## src/rtl/wdt_pkg.sv

```systemverilog
`timescale 1ns/1ps
// Shared constants and decode helpers for the windowed watchdog.
// Assumes byte offsets on a 3-bit address and 16-bit data.
package wdt_pkg;
    localparam int ADDR_W = 3;
    localparam int DATA_W = 16;

    localparam logic [ADDR_W-1:0] OFS_KICK = 3'h0;
    localparam logic [ADDR_W-1:0] OFS_CFG  = 3'h2;
    localparam logic [ADDR_W-1:0] OFS_STAT = 3'h4;
    localparam logic [ADDR_W-1:0] OFS_ACT  = 3'h6;

    localparam logic [7:0] KICK_ARM  = 8'h00;
    localparam logic [7:0] KICK_FIRE = 8'hFF;

    // Configuration register layout
    typedef struct packed {
        logic [1:0] rsv_hi;
        logic [1:0] open_sel;   // upper window limit
        logic [1:0] rsv_mid;
        logic [1:0] close_sel;  // lower window limit
        logic [3:0] div_sel;    // prescaler ratio
        logic [1:0] rsv_lo;
        logic [1:0] len_sel;    // timeout length
    } cfg_t;

    localparam cfg_t CFG_RESET = 16'h3303;
    localparam logic [7:0] ACT_RESET = 8'h80;

    // Clock cycles per counter tick for a divider code
    function automatic int unsigned div_ratio(input logic [3:0] sel);
        case (sel)
            4'b0001: return 4;
            4'b0010: return 16;
            4'b0011: return 32;
            4'b0100: return 64;
            4'b0101: return 256;
            4'b1111: return 128;
            default: return 1;
        endcase
    endfunction
endpackage

```

## src/rtl/wdt_prescaler.sv

```systemverilog
`timescale 1ns/1ps
// Tick generator: one tick every div_ratio(div_sel_i) cycles while running.
// Assumes PRESC_W holds the largest ratio minus one; restarts on refresh.
module wdt_prescaler #(
    parameter int PRESC_W = 8
) (
    input  logic       clk,
    input  logic       rst_n,
    input  logic       run_i,
    input  logic       restart_i,
    input  logic [3:0] div_sel_i,
    output logic       tick_o
);
    logic [PRESC_W-1:0] phase_q;
    logic [PRESC_W-1:0] limit;

    // Terminal phase for the selected ratio
    always_comb limit = PRESC_W'(wdt_pkg::div_ratio(div_sel_i) - 1);

    assign tick_o = run_i && (phase_q == limit);

    // Phase counter, held at zero when idle or restarted
    always_ff @(posedge clk) begin
        if (!rst_n || restart_i || !run_i || tick_o)
            phase_q <= '0;
        else
            phase_q <= phase_q + 1'b1;
    end
endmodule

```

## src/rtl/wdt_counter.sv

```systemverilog
`timescale 1ns/1ps
// Down-counter with window comparison and underflow detection.
// Assumes the period field is stable while running (frozen by the lock).
module wdt_counter #(
    parameter int BASE_LEN = 1024,
    parameter int CNT_W    = 14
) (
    input  logic       clk,
    input  logic       rst_n,
    input  logic       tick_i,
    input  logic       kick_i,
    input  logic [1:0] len_sel_i,
    input  logic [1:0] open_sel_i,
    input  logic [1:0] close_sel_i,
    output logic       run_o,
    output logic [7:0] view_o,
    output logic       uf_set_o,
    output logic       re_set_o
);
    localparam int LEN_W = CNT_W + 1;

    logic [CNT_W-1:0] cnt_q;
    logic             run_q;
    logic [LEN_W-1:0] period, quarter, open_lim, close_lim, cnt_ext;
    logic             outside;

    // Period for the selected length code
    always_comb begin
        case (len_sel_i)
            2'b00:   period = LEN_W'(BASE_LEN);
            2'b01:   period = LEN_W'(BASE_LEN * 4);
            2'b10:   period = LEN_W'(BASE_LEN * 8);
            default: period = LEN_W'(BASE_LEN * 16);
        endcase
    end

    // Window limits in quarters of the period
    always_comb begin
        quarter = period >> 2;
        case (open_sel_i)
            2'b00:   open_lim = quarter;
            2'b01:   open_lim = quarter << 1;
            2'b10:   open_lim = quarter + (quarter << 1);
            default: open_lim = period;
        endcase
        case (close_sel_i)
            2'b00:   close_lim = quarter + (quarter << 1);
            2'b01:   close_lim = quarter << 1;
            2'b10:   close_lim = quarter;
            default: close_lim = '0;
        endcase
        cnt_ext = {1'b0, cnt_q};
        outside = (cnt_ext > open_lim) || (cnt_ext < close_lim);
    end

    assign uf_set_o = tick_i && !kick_i && (cnt_q == '0);
    assign re_set_o = kick_i && run_q && outside;
    assign run_o    = run_q;
    assign view_o   = cnt_q[CNT_W-1 -: 8];

    // Reload on refresh, decrement per tick, stop on underflow
    always_ff @(posedge clk) begin
        if (!rst_n) begin
            cnt_q <= '0;
            run_q <= 1'b0;
        end else if (kick_i) begin
            cnt_q <= CNT_W'(period - 1'b1);
            run_q <= 1'b1;
        end else if (tick_i) begin
            if (cnt_q == '0)
                run_q <= 1'b0;
            else
                cnt_q <= cnt_q - 1'b1;
        end
    end
endmodule

```

## src/rtl/wdt_regs.sv

```systemverilog
`timescale 1ns/1ps
// Register file: unlock-pattern detection, write-once locks, status flags
// and read mux. Assumes one-cycle write strobes and a combinational read.
module wdt_regs
    import wdt_pkg::*;
(
    input  logic              clk,
    input  logic              rst_n,
    input  logic [ADDR_W-1:0] bus_addr,
    input  logic [DATA_W-1:0] bus_wdata,
    input  logic              bus_we,
    input  logic              bus_size,
    output logic [DATA_W-1:0] bus_rdata,
    input  logic [7:0]        view_i,
    input  logic              uf_set_i,
    input  logic              re_set_i,
    output logic              kick_o,
    output cfg_t              cfg_o,
    output logic              act_rst_o,
    output logic              uf_o,
    output logic              re_o,
    output logic              cfg_lock_o
);
    cfg_t       cfg_q;
    logic [7:0] act_q;
    logic       armed_q, cfg_lock_q, act_lock_q, uf_q, re_q;
    logic       wr_byte, wr_half, kick_wr, cfg_wr, act_wr, stat_wr;

    // Decode of accepted writes
    always_comb begin
        wr_byte = bus_we && !bus_size;
        wr_half = bus_we &&  bus_size;
        kick_wr = wr_byte && (bus_addr == OFS_KICK);
        cfg_wr  = wr_half && (bus_addr == OFS_CFG) && !cfg_lock_q;
        act_wr  = wr_byte && (bus_addr == OFS_ACT) && !act_lock_q;
        stat_wr = wr_half && (bus_addr == OFS_STAT);
        kick_o  = kick_wr && armed_q && (bus_wdata[7:0] == KICK_FIRE);
    end

    // Unlock-pattern tracking: arm on 00h, drop on any other byte
    always_ff @(posedge clk) begin
        if (!rst_n)       armed_q <= 1'b0;
        else if (kick_wr) armed_q <= (bus_wdata[7:0] == KICK_ARM);
    end

    // Write-once configuration and action registers
    always_ff @(posedge clk) begin
        if (!rst_n) begin
            cfg_q      <= CFG_RESET;
            act_q      <= ACT_RESET;
            cfg_lock_q <= 1'b0;
            act_lock_q <= 1'b0;
        end else begin
            if (cfg_wr) cfg_q <= bus_wdata;
            if (act_wr) act_q <= bus_wdata[7:0];
            cfg_lock_q <= cfg_lock_q | cfg_wr | kick_o;
            act_lock_q <= act_lock_q | act_wr | kick_o;
        end
    end

    // Error flags: set wins, cleared by writing zero to the bit
    always_ff @(posedge clk) begin
        if (!rst_n) begin
            uf_q <= 1'b0;
            re_q <= 1'b0;
        end else begin
            uf_q <= uf_set_i | (uf_q & ~(stat_wr & ~bus_wdata[0]));
            re_q <= re_set_i | (re_q & ~(stat_wr & ~bus_wdata[1]));
        end
    end

    // Read mux
    always_comb begin
        case (bus_addr)
            OFS_KICK: bus_rdata = {8'h00, view_i};
            OFS_CFG:  bus_rdata = cfg_q;
            OFS_STAT: bus_rdata = {14'h0, re_q, uf_q};
            OFS_ACT:  bus_rdata = {8'h00, act_q};
            default:  bus_rdata = '0;
        endcase
    end

    assign cfg_o      = cfg_q;
    assign act_rst_o  = act_q[7];
    assign uf_o       = uf_q;
    assign re_o       = re_q;
    assign cfg_lock_o = cfg_lock_q;
endmodule

```

## src/rtl/win_watchdog.sv

```systemverilog
`timescale 1ns/1ps
// Windowed watchdog top: register file, prescaler and counter.
// Assumes a synchronous active-low reset and single-cycle bus writes.
module win_watchdog #(
    parameter int BASE_LEN = 1024,
    parameter int PRESC_W  = 8
) (
    input  logic        clk,
    input  logic        rst_n,
    input  logic [2:0]  bus_addr,
    input  logic [15:0] bus_wdata,
    input  logic        bus_we,
    input  logic        bus_size,
    output logic [15:0] bus_rdata,
    output logic        irq_o,
    output logic        rst_req_o
);
    localparam int CNT_W = $clog2(BASE_LEN * 16);

    wdt_pkg::cfg_t cfg_q;
    logic       kick, tick, running, act_rst;
    logic       uf_flag, re_flag, uf_set, re_set, cfg_lock;
    logic [7:0] view;

    wdt_regs u_regs (
        .clk        (clk),
        .rst_n      (rst_n),
        .bus_addr   (bus_addr),
        .bus_wdata  (bus_wdata),
        .bus_we     (bus_we),
        .bus_size   (bus_size),
        .bus_rdata  (bus_rdata),
        .view_i     (view),
        .uf_set_i   (uf_set),
        .re_set_i   (re_set),
        .kick_o     (kick),
        .cfg_o      (cfg_q),
        .act_rst_o  (act_rst),
        .uf_o       (uf_flag),
        .re_o       (re_flag),
        .cfg_lock_o (cfg_lock)
    );

    wdt_prescaler #(.PRESC_W(PRESC_W)) u_presc (
        .clk       (clk),
        .rst_n     (rst_n),
        .run_i     (running),
        .restart_i (kick),
        .div_sel_i (cfg_q.div_sel),
        .tick_o    (tick)
    );

    wdt_counter #(.BASE_LEN(BASE_LEN), .CNT_W(CNT_W)) u_cnt (
        .clk         (clk),
        .rst_n       (rst_n),
        .tick_i      (tick),
        .kick_i      (kick),
        .len_sel_i   (cfg_q.len_sel),
        .open_sel_i  (cfg_q.open_sel),
        .close_sel_i (cfg_q.close_sel),
        .run_o       (running),
        .view_o      (view),
        .uf_set_o    (uf_set),
        .re_set_o    (re_set)
    );

    // Error routing to the selected request line
    always_comb begin
        irq_o     = (uf_flag || re_flag) && !act_rst;
        rst_req_o = (uf_flag || re_flag) &&  act_rst;
    end
endmodule

```

## config.mk

```make
export PLATFORM = sky130hd
export DESIGN_NAME = win_watchdog
export DESIGN_NICKNAME = d
export VERILOG_FILES = /design/src/rtl/wdt_pkg.sv /design/src/rtl/wdt_prescaler.sv /design/src/rtl/wdt_counter.sv /design/src/rtl/wdt_regs.sv /design/src/rtl/win_watchdog.sv
export SDC_FILE = /design/constraint.sdc
export NUM_CORES = 1
export LEC_CHECK = 0
export ABC_CLOCK_PERIOD_IN_PS = 2440
export BUFFER_PORTS_ARGS = -buffer_cell sky130_fd_sc_hd__clkbuf_2
export CELL_PAD_IN_SITES_DETAIL_PLACEMENT = 0
export CELL_PAD_IN_SITES_GLOBAL_PLACEMENT = 1
export CORE_UTILIZATION = 34
export CTS_BUF_LIST = sky130_fd_sc_hd__clkbuf_2 sky130_fd_sc_hd__clkbuf_4 sky130_fd_sc_hd__clkbuf_8
export CTS_CLUSTER_SIZE = 24
export DETAILED_ROUTE_END_ITERATION = 6
export PLACE_DENSITY = 0.72
export SLEW_MARGIN = 15
export SYNTH_ARGS = -nofsm -noshare
export SYNTH_HDL_FRONTEND = slang
export SYNTH_SLANG_ARGS = --single-unit
```

## constraint.sdc

```tcl
create_clock -name clk -period 2.44 [get_ports clk]
set_input_delay 0.488 -clock clk [delete_from_list [all_inputs] [get_ports clk]]
set_output_delay 0.488 -clock clk [all_outputs]
set_load 0.05 [all_outputs]
```

==> results.toml, run 1 <==
[floorplan]
die_area_um2 = 10300
floorplan.io_pins = 41
die_span_x_um = 102
fp.dieH_um = 102
floorplan.rows = 36
core-area_um2 = 9680
start_util_pct = 34.9

[clock_tree]
cts.sink_count = 52
cts_buffer_depth = 2
postCtsSetupRepairBufs = 0
cts.reportedPaths.clkPinSlew_ns = 0.10
cts_tree = "built"
clock_tree.root_cell = "clkbuf_8"
hold_buffers = 0
htree_num_levels = 2
cts_buffers = 5
worst_skew_pair.late_latency_ns = 0.31

[sta]
finalWorstSetupSlack_ns = -0.0198
report.final.slew_viol_count = 0
timing_hold_violations_final = 0
maximum_achievable_frequency_mhz = 407
worst_clock_skew_ns = 0.0103
setup_violations = 1
min_period_over_period_pct = 101
unrepaired_setup_endpoints_after_global_routing = "yes"
maxSlewHeadroom_pct = 74.1
worst_slew_pin_slew_ns = 0.385
layout_min_cycle_time_ns = 2.46

[grt]
final_global_route_overflow_total = 0
grt_first_pass_wirelength_um = 14800
global_router_s_overall_resource_usage_pct = 18.3
grt_pass1_vias = 3016
initial_antenna_violation_count = 0
grt_max_degree = 29

[synthesis]
synth-warning-count = 0
synth_seq_cells = 52
netlist-cell-type-count = 56
synth.largest_area_cell = "dfxtp_1"
yosysSeqAreaShare_pct = 30.8
post_synth_main_area_contributors = "dfxtp_1 31%, ha_1 6.7%, nand2_1 6.0%"
post_synth_inst_count = 426
postSynthNetCount = 467
yosys.area.top_type_share_pct = 30.8
synth_area_um2 = 3380
dominantRegCellSynth = "dfxtp_1"
avgSynthCellArea_um2 = 7.93
synth-edff-count = 0
async_reset_ff_share_pct = 0

[drt]
iteration_count_of_the_initial_detailed_routing_pass = 4
avgViaCountPerCell = 5.06
dr_total_vias = 3098
wire_per_inst_um = 14.7
detail_route.iter0.violations = 149
wirelength_um = 9000
drc_errors = 0
postRouteAntennaNets = 0

[placement]
post-place-ws_ns = -0.0895
hpwl_after_detailed_placement_um = 6800
port_bufs = 40
placement.cell_area_um2 = 3840
globalplace.congestion = 0.833

[outcome]
result_of_the_run = "finished, violations left"
violations = "negative setup slack"

[worst_setup_path]
criticalPathCategory = "flip-flop to flip-flop"
critical-path-top-cell-by-count = "ha_4"
cp_slowest_stage_delay_ns = 0.39
worstSetupEndpointType = "flip-flop"
cp_data_arrival_time_ns = 2.65
maximum_net_fanout_on_the_critical_path = 4
cp_cell_sequence = "inv_4 -> ha_4 -> ha_4 -> nand2_1 -> mux2_4 -> o21a_1 -> ha_1 -> nand3_1 -> or3_1 -> o221ai_2 -> and3_1 -> o31ai_1"
crit_slowest_cell = "dfxtp_4"
startpoint_type = "flip-flop"
cp_data_required_time_ns = 2.63

[finish]
layout.nets = 519
area_growth_syn_to_layout_pct = 18.8
fillerInstances = 1001
post_route_cells_drive_above_1_share_pct = 24.2
number_of_inserted_diodes = 0
fin_util_pct = 41.4
finish.instance_area_um2 = 4010

[pwr]
power_mw = 1.66
total_leakage_power_nw = 1.75
power_per_cell_area_nw_per_um2 = 413
ir_worst_vdd_mv = 0.207

[min_path]
holdCritPathClass = "input pin to flip-flop"

[flow_run]
maxCapViolations = 0
[critical path: cells and delay by family, from the launching register on]
kind                     cells  cell delay, ns
adder cells (fa/ha/maj)      3            0.71
AND/OR/NAND/NOR              4            0.61
flip-flops                   1            0.39
AO/OA/AOI/OAI                3            0.33
multiplexers                 1            0.25
buffers and inverters        1            0.05
[kinds of logic after synthesis]
logic type	synth area share, %
and+or+nand+nor	26.4
AOI/OAI and AO/OA	16.8
DFF	30.8
buffers and inverters	6.26
muxes	8.15
xor gates and xnor gates	4.92
adders and majority gates	6.66
[layer usage]
metal,global-route usage (%),share of wire (%),up-vias
li1,-,-,1589
met1,24.6,50,1434
met2,30.6,46,65
met3,2.90,3.3,10
met4,4.46,1.1,0
met5,0,0,-
[power by group]
part	switching [mW]	total, mW	internal, mW
Clock	0.306	0.628	0.322
Combinational	0.101	0.167	0.0658
Sequential	0.00792	0.862	0.854
[layout make-up]
class / instances / area [µm²] / share of cell area [%]
inverter: 13 / 51.3 / 1.28
tap: 133 / 166 / 4.15
clock buffer: 6 / 76.3 / 1.90
sequential: 52 / 1050 / 26.2
timing repair buffer: 74 / 455 / 11.3
clock inverter: 2 / 38.8 / 0.966
multi-input combinational: 332 / 2180 / 54.2
[metrics by stage]
step	instances	TNS (ns)	hold WS, ns
floorplan	426	0	0.426
global placement	604	-0.0375	0.435
detailed placement	604	-0.0895	0.443
CTS	612	0	0.379
global route	612	-0.110	0.379
finish	612	-0.0198	0.384
[sequential cells by signal, indices dropped and copies added (netlist names)]
name / flops
u_cnt.cnt_q: 14
u_cnt.run_o: 1
u_presc.phase_q: 8
u_regs.act_lock_q: 1
u_regs.act_q: 8
u_regs.armed_q: 1
u_regs.cfg_lock_o: 1
u_regs.cfg_o: 16
u_regs.re_o: 1
u_regs.uf_o: 1
[cells in the mapped netlist (all sizes together) (2+ instances only)]
| library cell | number |
|---|---|
| nand2 | 54 |
| dfxtp | 52 |
| nor2 | 48 |
| a21oi | 31 |
| o21ai | 23 |
| clkbuf | 18 |
| ha | 18 |
| nand3 | 18 |
| mux2i | 14 |
| inv | 13 |
| and2 | 12 |
| buf | 11 |
| nor2b | 11 |
| xor2 | 11 |
| nand4 | 9 |
| a31oi | 8 |
| mux2 | 8 |
| xnor2 | 8 |
| and3 | 7 |
| a22oi | 6 |
| o211ai | 6 |
| nand2b | 5 |
| or3 | 5 |
| nand4b | 3 |
| nor3 | 3 |
| a21o | 2 |
| mux4 | 2 |
| nor4 | 2 |
| o21a | 2 |
[timing repair]
action | in CTS | in global routing
pin swaps | 2 | 5
setup endpoints to repair | 1 | 12
gates resized for setup | 5 | 14
[path summary, 6_finish.rpt]
check | to | startpoint | cells past startpoint | slack [ns]
max | u_regs.re_o | u_regs.cfg_o[0] | 12 | -0.02
min | u_regs.cfg_o[12] | bus_wdata[12] | 3 | 0.38
max reg2reg | u_regs.re_o | u_regs.cfg_o[0] | 12 | -0.02
min reg2reg | u_regs.cfg_o[10] | u_regs.cfg_o[10] | 2 | 0.46
[placed cells by master (no fill, tap or decap), drive strengths merged, types with 11 or more instances in the layout]
cell / instances
o21ai: 23
xor2: 11
dfxtp: 52
nor2: 48
buf: 34
mux2i: 14
inv: 14
ha: 18
nand3: 18
and2: 12
a21oi: 31
clkbuf: 46
nand2: 54
nor2b: 11
No activity file was read; power rests on OpenSTA's default activity.
==> run 2, diff against run 1 <==
--- a/config.mk
+++ b/config.mk
@@ -9,11 +9,11 @@
 export BUFFER_PORTS_ARGS = -buffer_cell sky130_fd_sc_hd__clkbuf_2
 export CELL_PAD_IN_SITES_DETAIL_PLACEMENT = 0
 export CELL_PAD_IN_SITES_GLOBAL_PLACEMENT = 1
-export CORE_UTILIZATION = 34
+export CORE_UTILIZATION = 41
 export CTS_BUF_LIST = sky130_fd_sc_hd__clkbuf_2 sky130_fd_sc_hd__clkbuf_4 sky130_fd_sc_hd__clkbuf_8
 export CTS_CLUSTER_SIZE = 24
 export DETAILED_ROUTE_END_ITERATION = 6
-export PLACE_DENSITY = 0.72
+export PLACE_DENSITY = 0.83
 export SLEW_MARGIN = 15
 export SYNTH_ARGS = -nofsm -noshare
 export SYNTH_HDL_FRONTEND = slang
==> run 2 against run 1 <==
  * The run now ends clean
  * Largest power group unchanged
  * Flip-flop and latch count stayed put
  * Non-clock buffer count down 3
  * Clock-buffer cell count up 1
  * Worst hold slack improved by 0.0079 ns
  * Largest cell class unchanged
  * Clock power shrank 16%
  * Clock skew fell by 0.0047 ns
  * Combinational power is 2% lower
  * Critical endpoint unchanged
  * Via count grew 1.1%
  * Highest routed layer unchanged
  * Worst setup slack better by 0.062 ns
==> results.toml, run 2 (synthesized netlist as in run 1, its figures left out) <==
[worst_setup_path]
critical-path-top-cell-by-count = "ha_4"
cp_data_arrival_time_ns = 2.59
cp_cell_sequence = "inv_2 -> ha_4 -> ha_4 -> nand2_2 -> mux2_4 -> o21a_1 -> ha_4 -> nand3_2 -> or3_1 -> o221ai_1 -> and3_1 -> o31ai_1"
criticalPathCategory = "flip-flop to flip-flop"
maximum_net_fanout_on_the_critical_path = 3
crit_slowest_cell = "dfxtp_2"
worstSetupEndpointType = "flip-flop"
startpoint_type = "flip-flop"
cp_slowest_stage_delay_ns = 0.36
cp_data_required_time_ns = 2.64

[sta]
hold_slack_ns = 0.392
min_period_over_period_pct = 98.3
unrepaired_setup_endpoints_after_global_routing = "yes"
layout_min_cycle_time_ns = 2.40
report.final.slew_viol_count = 0
setup_violations = 0
timing_hold_violations_final = 0
worst_slew_pin_slew_ns = 0.462
maxSlewHeadroom_pct = 69.2
maximum_achievable_frequency_mhz = 417
worst_clock_skew_ns = 0.00562

[outcome]
result_of_the_run = "finished clean"

[placement]
placement.cell_area_um2 = 3770
port_bufs = 40
hpwl_after_detailed_placement_um = 6490
globalplace.congestion = 0.856
post-place-cells = 569

[pwr]
ir_worst_vdd_mv = 0.219
power_per_cell_area_nw_per_um2 = 394
total_leakage_power_nw = 1.73

[finish]
largest_register_ffs = 16
number_of_inserted_diodes = 0
finish.instance_area_um2 = 3940
stdcell_count = 578
mostFrequentLayoutCell = "nand2_1"
fillerInstances = 775
final_cell_mix = "53 x nand2_1, 48 x nor2_1, 47 x dfxtp_1, 40 x clkbuf_2"
post_route_cells_drive_above_1_share_pct = 24.2
multi_input_gate_area_um2 = 2190
area_growth_syn_to_layout_pct = 16.7
layout.area.seq_um2 = 1050
layout.nets = 516

[drt]
detail_route.iter0.violations = 130
wirelength_um = 8520
wire_per_inst_um = 14.7
avgViaCountPerCell = 5.42
dr_total_vias = 3132
drc_errors = 0
postRouteAntennaNets = 0
iteration_count_of_the_initial_detailed_routing_pass = 5

[floorplan]
floorplan.io_pins = 41
die_span_x_um = 92.8
fp.dieH_um = 92.8
die_area_um2 = 8610
floorplan.rows = 32
start_util_pct = 43.1
core-area_um2 = 7850

[grt]
grt_pass1_vias = 2897
initial_antenna_violation_count = 0
final_global_route_overflow_total = 0
global_router_s_overall_resource_usage_pct = 20.2
grt_first_pass_wirelength_um = 14000
grt_max_degree = 22

[clock_tree]
htree_num_levels = 2
cts.reportedPaths.clkPinSlew_ns = 0.09
cts_buffer_depth = 2
cts_tree = "built"
hold_buffers = 0
clock_tree.root_cell = "clkbuf_8"
worst_skew_pair.late_latency_ns = 0.31
cts.sink_count = 52
cts_buffers = 5

[min_path]
holdCritPathClass = "input pin to flip-flop"

[flow_run]
maxCapViolations = 0
run 2: per-layer routing:
| layer | wire, µm | vias to the layer above | global-route usage, % |
|---|---|---|---|
| li1 | - | 1591 | - |
| met1 | 4090 | 1440 | 27.0 |
| met2 | 3920 | 90 | 34.1 |
| met3 | 418 | 11 | 3.45 |
| met4 | 94 | 0 | 4.10 |
| met5 | 0 | - | 0 |
run 2: layout make-up:
type / instances / share of cell area [%]
clock inverters: 1 / 0.190
repair buffers: 71 / 11.0
clock buffers: 7 / 2.28
multi-input cells: 332 / 55.5
inverters: 13 / 1.24
flip-flops and latches: 52 / 26.6
well taps: 102 / 3.24
run 2: what timing repair did:
item | CTS | global route
resized for setup | 3 | 16
endpoints found under the setup margin | 1 | 11
setup buffers | 1 | 0
pin swaps | 1 | 3
run 2: path summary, 6_finish.rpt:
path	startpoint	end	slack, ns	depth (start not counted)
max	u_regs.cfg_o[0]	u_regs.re_o	0.04	12
min	bus_wdata[15]	u_regs.cfg_o[15]	0.39	3
max reg2reg	u_regs.cfg_o[0]	u_regs.re_o	0.04	12
min reg2reg	u_regs.cfg_o[14]	u_regs.cfg_o[14]	0.45	2
run 2: critical path: cells and delay by family (launching register included):
kind | cells | cell delay, ns
mux | 1 | 0.25
buf+inv | 1 | 0.06
fa+ha+maj | 3 | 0.71
compound gates | 3 | 0.34
flops | 1 | 0.36
simple gates | 4 | 0.57
run 2: report_power, final:
part	leakage, nW	total, mW	internal (mW)	switching [mW]
Combinational	1.26	0.163	0.0656	0.0976
Clock	0.0479	0.527	0.242	0.285
Sequential	0.420	0.862	0.855	0.00774
Total	1.73	1.55	1.16	0.390
run 2: stage by stage:
step / utilization (%) / TNS, ns / power [mW] / setup slack [ns]
6_report: 50.2 / 0 / 1.55 / 0.0420
5_1_grt: 50.2 / -0.0713 / 1.62 / -0.0713
4_1_cts: 49.5 / 0 / 1.57 / 0.000723
3_5_place_dp: 48.0 / -0.105 / 1.04 / -0.105
3_3_place_gp: 48.0 / -0.0157 / 1.04 / -0.0157
2_1_floorplan: - / 0 / 0.979 / 0.0576
==> run 3, diff against run 2 <==
--- a/config.mk
+++ b/config.mk
@@ -14,6 +14,7 @@
 export CTS_CLUSTER_SIZE = 24
 export DETAILED_ROUTE_END_ITERATION = 6
 export PLACE_DENSITY = 0.83
+export REMOVE_ABC_BUFFERS = 1
 export SLEW_MARGIN = 15
 export SYNTH_ARGS = -nofsm -noshare
 export SYNTH_HDL_FRONTEND = slang
==> run 3 against run 2 <==
  * The run now ends with negative setup slack left
  * Largest power group unchanged
  * Global-route usage grew 0.97 points
  * Worst hold slack got worse by 0.010 ns
  * Non-clock buffer count increased by 2
  * Flip-flop and latch count did not move
==> results.toml, run 3 (synthesized netlist as in run 1, its figures left out) <==
[worst_setup_path]
maximum_net_fanout_on_the_critical_path = 3
worstSetupEndpointType = "flip-flop"
cp_data_arrival_time_ns = 2.67
criticalPathCategory = "flip-flop to flip-flop"
startpoint_type = "flip-flop"
worstPathBufferInverterCount = 1
timing.critical_path.depth = 12
cp_cell_sequence = "inv_2 -> ha_4 -> ha_4 -> nand2_2 -> mux2_2 -> o21a_1 -> ha_4 -> nand3_2 -> or3_1 -> o221ai_1 -> and3_1 -> o31ai_1"
path_delay_family = "adder cells"
worst-r2r-cell-count = 12
cp_data_required_time_ns = 2.64
crit_slowest_cell = "dfxtp_2"
worstReg2RegEnd = "u_regs.re_o"
critical-path-top-cell-by-count = "ha_4"
r2r_start = "u_regs.cfg_o[0]"
cp_slowest_stage_delay_ns = 0.36
worst-r2r-setup-slack_ns = -0.04

[floorplan]
core-area_um2 = 7850
die_area_um2 = 8610
die_span_x_um = 92.8
start_util_pct = 43.1
floorplan.rows = 32
floorplan.io_pins = 41
fp.dieH_um = 92.8

[sta]
report.final.slew_viol_count = 0
maxSlewHeadroom_pct = 71.8
finalWorstSetupSlack_ns = -0.0392
min_period_over_period_pct = 102
worst_clock_skew_ns = 0.0107
worst_slew_pin_slew_ns = 0.420
timing_hold_violations_final = 0
setup_violations = 1
setup_total_negative_slack_ns = -0.0392
unrepaired_setup_endpoints_after_global_routing = "yes"
maximum_achievable_frequency_mhz = 403
layout_min_cycle_time_ns = 2.48

[min_path]
worst_hold_end = "u_regs.cfg_o[12]"
holdCritPathClass = "input pin to flip-flop"
hold_path_startpoint = "bus_wdata[12]"
worst_hold_path_depth = 3

[clock_tree]
worst_skew_pair.late_latency_ns = 0.32
htree_num_levels = 2
cts_tree = "built"
postCtsSetupRepairBufs = 0
cts.sink_count = 52
cts_buffers = 5
cts.reportedPaths.clkPinSlew_ns = 0.10
cts_buffer_depth = 2
clock_tree.root_cell = "clkbuf_8"

[placement]
port_bufs = 40
globalplace.congestion = 0.936
hpwl_after_detailed_placement_um = 6620

[drt]
postRouteAntennaNets = 0
dr_total_vias = 3161
wire_per_inst_um = 15.0
iteration_count_of_the_initial_detailed_routing_pass = 4
avgViaCountPerCell = 5.45
wirelength_um = 8690
detail_route.iter0.violations = 188
drc_errors = 0

[pwr]
power_per_cell_area_nw_per_um2 = 418
ir_worst_vdd_mv = 0.241
total_leakage_power_nw = 1.75

[outcome]
violations = "negative setup slack"
result_of_the_run = "finished, violations left"

[finish]
number_of_inserted_diodes = 0
fin_util_pct = 50.7
largest_register_ffs = 16
layout.nets = 518
post_route_cells_drive_above_1_share_pct = 24.1
area_growth_syn_to_layout_pct = 17.7
final_cell_mix = "53 x nand2_1, 48 x nor2_1, 47 x dfxtp_1, 40 x clkbuf_2, 32 x buf_4"
fillerInstances = 815
mostFrequentLayoutCell = "nand2_1"

[flow_run]
maxCapViolations = 0

[grt]
global_router_s_overall_resource_usage_pct = 21.2
grt_pass1_vias = 2962
grt_max_degree = 29
initial_antenna_violation_count = 0
grt_first_pass_wirelength_um = 14400
final_global_route_overflow_total = 0
==> run 3: cell count changes in the layout (fill, tap and decap cells not counted), sizes merged <==
cell      previous run  this run
bufinv               0         1
buf                 31        33
clkinvlp             1         0
clkbuf              47        46
clkinv               0         1
==> run 3: layer usage <==
| layer | vias up | GRT usage (%) | wire (µm) |
|---|---|---|---|
| met5 | - | 0 | 0 |
| met4 | 0 | 6.28 | 93 |
| met3 | 5 | 4.02 | 460 |
| met2 | 85 | 33.9 | 3950 |
| met1 | 1477 | 28.8 | 4180 |
| li1 | 1594 | - | - |
==> run 3: worst max-delay path by stage <==
stage | from | end
2_1_floorplan | u_regs.cfg_o[0] | u_regs.re_o
3_3_place_gp | u_regs.cfg_o[0] | u_regs.re_o
3_5_place_dp | u_regs.cfg_o[0] | u_regs.re_o
4_1_cts | u_regs.cfg_o[0] | u_regs.re_o
5_1_grt | u_regs.cfg_o[0] | u_regs.re_o
6_report | u_regs.cfg_o[0] | u_regs.re_o
==> run 3: cell type report <==
type / count / area [µm²] / share of cell area, %
Tap cell: 102 / 128 / 3.21
Clock buffer: 6 / 82.6 / 2.08
Clock inverter: 2 / 38.8 / 0.975
Inverter: 13 / 48.8 / 1.23
Multi-Input combinational cell: 332 / 2180 / 54.8
Timing Repair Buffer: 73 / 452 / 11.4
Sequential cell: 52 / 1050 / 26.3
==> run 3: repair_timing <==
item / in CTS / in global routing
setup endpoints to repair: 1 / 12
gates resized for setup: 5 / 10
cloned: 0 / 0
hold buffers: 0 / 0
pin swaps: 2 / 7
==> run 3: tightest hold or removal path: cells and delay by family <==
kind / cells / cell delay, ns
and+or+nand+nor: 2 / 0.10
buffers and inverters: 1 / 0.08
==> run 3: through the flow <==
stage	instance area (µm²)	cells	hold WS (ns)	power (mW)	setup slack, ns
6_report	3980	580	0.381	1.66	-0.0392
5_1_grt	3980	580	0.388	1.73	-0.135
4_1_cts	3930	580	0.375	1.68	-0.00931
3_5_place_dp	3790	572	0.445	1.04	-0.0812
3_3_place_gp	3790	572	0.440	1.04	-0.00147
2_1_floorplan	3220	397	0.426	0.964	-0.0499
==> run 3: power by group <==
part	internal [mW]	total [mW]	switching (mW)
Combinational	0.0659	0.165	0.0995
Clock	0.336	0.636	0.300
Sequential	0.855	0.862	0.00763
Total	1.26	1.66	0.407
